==> src/rtl/dpot_pkg.sv <==
`timescale 1ns/1ps
package dpot_pkg;
  // Control lines as one bundle, so they pass through a single synchroniser.
  typedef struct packed {
    logic sel_n;
    logic dir_up;
    logic step;
  } ctl_t;

  // Idle levels: deselected, direction down, strobe high.
  localparam ctl_t CTL_IDLE = '{sel_n: 1'b1, dir_up: 1'b0, step: 1'b1};
endpackage

==> src/rtl/dpot_sync.sv <==
`timescale 1ns/1ps
module dpot_sync #(
  parameter int                W       = 3,
  parameter int                STAGES  = 2,
  parameter logic [W-1:0]      RST_VAL = '0
) (
  input  logic         clk,
  input  logic         rst,
  input  logic [W-1:0] d,
  output logic [W-1:0] q
);
  logic [W-1:0] chain [STAGES];

  generate
    for (genvar s = 0; s < STAGES; s++) begin : g_stage
      if (s == 0) begin : g_first
        always_ff @(posedge clk) begin
          if (rst) chain[0] <= RST_VAL;
          else     chain[0] <= d;
        end
      end else begin : g_next
        always_ff @(posedge clk) begin
          if (rst) chain[s] <= RST_VAL;
          else     chain[s] <= chain[s-1];
        end
      end
    end
  endgenerate

  assign q = chain[STAGES-1];
endmodule

==> src/rtl/dpot_wiper.sv <==
`timescale 1ns/1ps
module dpot_wiper #(
  parameter int TAPS       = 32,
  parameter int CNT_W      = 16,
  parameter int STORE_CYC  = 1250000,
  parameter int NV_DEFAULT = 0,
  localparam int POS_W     = $clog2(TAPS),
  localparam int BW        = $clog2(STORE_CYC + 1)
) (
  input  logic             clk,
  input  logic             rst,
  input  logic             por,
  input  logic             sel_s,
  input  logic             dir_s,
  input  logic             step_s,
  output logic [POS_W-1:0] pos,
  output logic [POS_W-1:0] pos_nxt,
  output logic             busy,
  output logic [CNT_W-1:0] store_cnt
);
  localparam logic [POS_W-1:0] TOP_POS = POS_W'(TAPS - 1);
  localparam logic [POS_W-1:0] DEF_POS = POS_W'(NV_DEFAULT);

  logic             sel_q, step_q;
  logic [POS_W-1:0] nv_q;
  logic [BW-1:0]    left_q;
  logic             move, release_edge, do_store;

  assign move         = !sel_s && step_q && !step_s && !busy;
  assign release_edge = sel_s && !sel_q;
  assign do_store     = release_edge && step_s && !busy;

  always_comb begin
    pos_nxt = pos;
    if (por)       pos_nxt = DEF_POS;
    else if (rst)  pos_nxt = nv_q;
    else if (move) begin
      if (dir_s) pos_nxt = (pos == TOP_POS) ? pos : pos + 1'b1;
      else       pos_nxt = (pos == '0)      ? pos : pos - 1'b1;
    end
  end

  always_ff @(posedge clk) begin
    pos <= pos_nxt;
    if (por || rst) begin
      sel_q  <= 1'b1;
      step_q <= 1'b1;
    end else begin
      sel_q  <= sel_s;
      step_q <= step_s;
    end
  end

  // Shadow register: only the cold reset touches it.
  always_ff @(posedge clk) begin
    if (por)           nv_q <= DEF_POS;
    else if (do_store) nv_q <= pos;
  end

  always_ff @(posedge clk) begin
    if (por)           store_cnt <= '0;
    else if (do_store) store_cnt <= store_cnt + 1'b1;
  end

  always_ff @(posedge clk) begin
    if (por || rst) begin
      busy   <= 1'b0;
      left_q <= '0;
    end else if (do_store) begin
      busy   <= 1'b1;
      left_q <= BW'(STORE_CYC - 1);
    end else if (busy) begin
      if (left_q == '0) busy <= 1'b0;
      else              left_q <= left_q - 1'b1;
    end
  end
endmodule

==> src/rtl/dpot_decode.sv <==
`timescale 1ns/1ps
module dpot_decode #(
  parameter int TAPS   = 32,
  localparam int POS_W = $clog2(TAPS)
) (
  input  logic             clk,
  input  logic [POS_W-1:0] pos_nxt,
  output logic [TAPS-1:0]  tap_sel
);
  generate
    for (genvar i = 0; i < TAPS; i++) begin : g_tap
      always_ff @(posedge clk) tap_sel[i] <= (pos_nxt == POS_W'(i));
    end
  endgenerate
endmodule

==> src/rtl/dpot_ctrl.sv <==
`timescale 1ns/1ps
module dpot_ctrl #(
  parameter int TAPS       = 32,
  parameter int CNT_W      = 16,
  parameter int STORE_CYC  = 1250000,
  parameter int NV_DEFAULT = 0,
  parameter int SYNC_STG   = 2,
  localparam int POS_W     = $clog2(TAPS)
) (
  input  logic             clk,
  input  logic             rst,
  input  logic             por,
  input  logic             sel_n,
  input  logic             dir_up,
  input  logic             step,
  output logic [POS_W-1:0] pos,
  output logic [TAPS-1:0]  tap_sel,
  output logic             busy,
  output logic [CNT_W-1:0] store_cnt
);
  import dpot_pkg::*;

  ctl_t             raw, synced;
  logic [POS_W-1:0] pos_nxt;

  assign raw = '{sel_n: sel_n, dir_up: dir_up, step: step};

  dpot_sync #(.W($bits(ctl_t)), .STAGES(SYNC_STG), .RST_VAL(CTL_IDLE)) i_sync (
    .clk (clk),
    .rst (rst || por),
    .d   (raw),
    .q   (synced)
  );

  dpot_wiper #(.TAPS(TAPS), .CNT_W(CNT_W), .STORE_CYC(STORE_CYC),
               .NV_DEFAULT(NV_DEFAULT)) i_wiper (
    .clk       (clk),
    .rst       (rst),
    .por       (por),
    .sel_s     (synced.sel_n),
    .dir_s     (synced.dir_up),
    .step_s    (synced.step),
    .pos       (pos),
    .pos_nxt   (pos_nxt),
    .busy      (busy),
    .store_cnt (store_cnt)
  );

  dpot_decode #(.TAPS(TAPS)) i_decode (
    .clk     (clk),
    .pos_nxt (pos_nxt),
    .tap_sel (tap_sel)
  );
endmodule

==> config.mk <==
export PLATFORM = sky130hd
export DESIGN_NAME = dpot_ctrl
export DESIGN_NICKNAME = d
export VERILOG_FILES = /design/src/rtl/dpot_pkg.sv /design/src/rtl/dpot_sync.sv /design/src/rtl/dpot_wiper.sv /design/src/rtl/dpot_decode.sv /design/src/rtl/dpot_ctrl.sv
export SDC_FILE = /design/constraint.sdc
export NUM_CORES = 1
export LEC_CHECK = 0
export ABC_AREA = 1
export BUFFER_PORTS_ARGS = -buffer_cell sky130_fd_sc_hd__buf_2
export CAP_MARGIN = 20
export CORE_UTILIZATION = 55
export CTS_CLUSTER_DIAMETER = 100
export DETAILED_ROUTE_END_ITERATION = 6
export GPL_TIMING_DRIVEN = 0
export PLACE_DENSITY = 0.78
export SYNTH_ARGS = -nofsm -noshare
export SYNTH_HDL_FRONTEND = slang
export SYNTH_SLANG_ARGS = --single-unit
==> constraint.sdc <==
create_clock -name clk -period 2.2 [get_ports clk]
set_input_delay 0 -clock clk [delete_from_list [all_inputs] [get_ports clk]]
set_output_delay 0 -clock clk [all_outputs]
set_load 0.03 [all_outputs]
==> metrics <==
First DRT Iteration DRCs 231; reg2reg end i_wiper.left_q[16]$_SDFFE_PP0P_; synth unique cells 36; P_int 2120 uW; asr flop ratio synth 0%; crit path launch i_wiper.left_q[0]$_SDFFE_PP0P_; MaxCap Viol Count 0; hpwl dp 6.08 mm; nature of the critical path startpoint register; Routed wire per std cell 12.4 um; grt total ovfl 0; Initial DRT Pass Iterations 4; RSZ-0062 raised after global routing no; fraction of layout cells with a size suffix above 1 20.7%; Post-CTS Setup Bufs 0; Clock Tree Root clkbuf_8; flop-to-flop setup slack 0.18 ns; initial antenna violation count 0; Yosys top cell area share 46.1%; Slew headroom 60.1%; Commonest cells post-synth 108 x nand2_1, 88 x dfxtp_1, 79 x nor2_1; crit-path max FO 10; clock network power share 37.6%; Final Cycle Share 91.7%; Detail Route Antenna Nets 0; leakage power 0.00208 uW; row cnt 30; synth top area cells dfxtp_1 46%, nand2_1 11%, nor2_1 7.8%, inv_1 5.7%, nand3_1 4.1%; setup TNS 0 ns; Net Sw Frac 27.7%; vias in the first global route 3,156; Setup violations, final 0; Top FF cell, synth dfxtp_1; maximum number of pins on one net before global-route repair 19; CP Cell Sequence inv_1, ha_1, nand2_1, nor2_1, nand3_1, nand2_1, buf_4, inv_2, nand2_1, nor2_1, o21ai_1, inv_1; Req. time, crit path 2.46 ns; Syn. warnings 0; Vias 3,553; Final Hold Fails 0; Final Core Density 65.8%; Critical-path top delay cell dfxtp_1; Crit Reg-Reg Startpoint i_wiper.left_q[0]$_SDFFE_PP0P_; Cell Area, Synth 3820 sq um; crit path to i_wiper.left_q[16]$_SDFFE_PP0P_; vias per inst 5.23; Tightest Pin Transition 0.596 ns; CP Class reg -> reg; clock sink count 88; sw power 809 uW; Max Clock Freq 496 MHz; nets 605; Power Density 658 nW/um^2; peak supply drop 407 uV; first-pass GRT wire length 14.0 mm; number of synthesized register bits 88; CP max stage delay 0.36 ns; antenna cells 0; routability congestion estimate from global placement 0.898; CTS Buf Count 9; Post-Synthesis Cells 522; HP Class in -> reg; Crit. End Element register; port bufs 59; combinational group share of total power 6.9%; Seq pwr share 55.5%; DIE WIDTH 85.4 um; CTS H-tree depth 3; skew final 0.0103 ns; area grow syn2layout 16.4%; CTS tree yes; FF-to-FF path depth 12; CORE AREA 6760 sq um; Initial Utilization 56.6%; Slew Viols, Final 0; final WL 8.41 mm; Final Critical Period 2.02 ns; IO Count 60; CP most frequent cell nand2_1; clk_lat worst skew 0.36 ns; most frequent cell after synthesis nand2_1; Max Buffers Root-to-Sink 2; cell type with the largest total area after synthesis dfxtp_1; Post-Syn Area per Cell 7.32 sq um; crit path DAT 2.27 ns; die area 7290 sq um; Reg clk slew, reported paths 0.10 ns; Total Routing Usage GR 23.9%; Post-synth EDFFs 0; Synth Net Count 532; status completed; Die Ht 85.4 um; Total Power 2930 uW; sequential fraction of the synthesis area 46.1%; Fillers 584; Post-route DRC 0
area by class of cell:
class / count / area (sq um) / area share [%]
clock inverter: 7 / 72.6 / 1.63
timing repair buffer: 62 / 325 / 7.31
tap: 80 / 100 / 2.25
inverter: 67 / 251 / 5.65
buffer: 9 / 45.0 / 1.01
sequential: 88 / 1760 / 39.6
clock buffer: 9 / 124 / 2.78
multi-input combinational: 358 / 1770 / 39.7
power groups by stage:
stage	logic (uW)	registers [uW]	clock network (uW)
after floorplan	117	1690	0
after global placement	192	1660	0
after detailed placement	195	1660	0
after CTS	200	1620	1120
after global routing	221	1630	1190
final	202	1620	1100
repair_timing:
item                                    in CTS  in global routing
hold endpoints to repair                     3                  0
hold buffers                                 3                  0
gates resized for setup                      0                  2
endpoints found under the setup margin       0                 13
layout by cell type, fill, tap and decap left out, drive strengths merged:
cell,Yosys,routed
nand2,112,112
nor2,91,91
dfxtp,88,88
inv,66,70
buf,6,65
nand3,35,35
a21oi,33,33
o21ai,27,27
nor3,20,20
nand4,14,14
clkbuf,3,12
a31oi,6,6
or2,5,5
ha,4,4
nand3b,3,3
dlygate4sd3,0,3
clkinv,1,3
o21a,2,2
a21boi,1,1
xor2,1,1
nor4,1,1
a211oi,1,1
nor3b,1,1
xnor2,1,1
clkinvlp,0,1
flip-flops by register name, indices dropped and copies added, names as in the netlist:
| register | cells |
|---|---|
| i_sync.chain | 6 |
| i_decode.tap_sel | 32 |
| i_wiper.nv_q | 5 |
| i_wiper.step_q | 1 |
| i_wiper.store_cnt | 16 |
| i_wiper.sel_q | 1 |
| i_wiper.busy | 1 |
| i_wiper.pos | 5 |
| i_wiper.left_q | 21 |
metrics by stage:
stage	setup slack (ns)	hold slack, ns	std cells	area (sq um)
floorplan	0.283	0.107	522	3820
finish	0.183	0.0539	680	4450
global placement	0.239	0.188	661	4220
CTS	0.174	0.0443	680	4440
detailed placement	0.202	0.192	661	4220
global route	0.0231	0.0624	680	4450
kinds of logic (layout without fill, tap and decap cells):
group           Yosys count  in the layout  synth area share, %
buf+inv                  76            154                 7.76
compound gates           70             70                 10.5
simple gates            282            282                 33.9
fa+ha+maj                 4              4                 1.31
xor+xnor                  2              2                0.458
flops                    88             88                 46.1
worst min path at each step:
| stage | from | endpoint | slack (ns) | cells after the start |
|---|---|---|---|---|
| 5_1_grt | rst | i_wiper.pos[2]$_DFF_P_ | 0.06 | 3 |
| 3_5_place_dp | sel_n | i_sync.chain[0][2]$_SDFF_PP1_ | 0.19 | 2 |
| 4_1_cts | por | i_wiper.store_cnt[0]$_SDFFE_PP0P_ | 0.04 | 4 |
| 3_3_place_gp | sel_n | i_sync.chain[0][2]$_SDFF_PP1_ | 0.19 | 2 |
| 6_report | por | i_wiper.store_cnt[3]$_SDFFE_PP0P_ | 0.05 | 4 |
| 2_1_floorplan | step | i_sync.chain[0][0]$_SDFF_PP1_ | 0.11 | 1 |
layer usage:
metal | share of wire (%) | track usage, % | vias to the layer above | wire [um]
met5 | 0 | 0 | - | 0
met4 | 1.4 | 7.42 | 0 | 115
met3 | 6.4 | 5.25 | 16 | 540
met2 | 46 | 39.6 | 130 | 3860
met1 | 46 | 31.3 | 1576 | 3890
li1 | - | - | 1831 | -
worst max-delay path, delay by kind of cell (launching register included):
family	cells	cell delay, ns
AND/OR/NAND/NOR	6	0.74
buffers and inverters	4	0.50
flip-flops	1	0.36
adder cells (fa/ha/maj)	1	0.19
AO/OA/AOI/OAI	1	0.12
(Power assumes the default switching activity.)
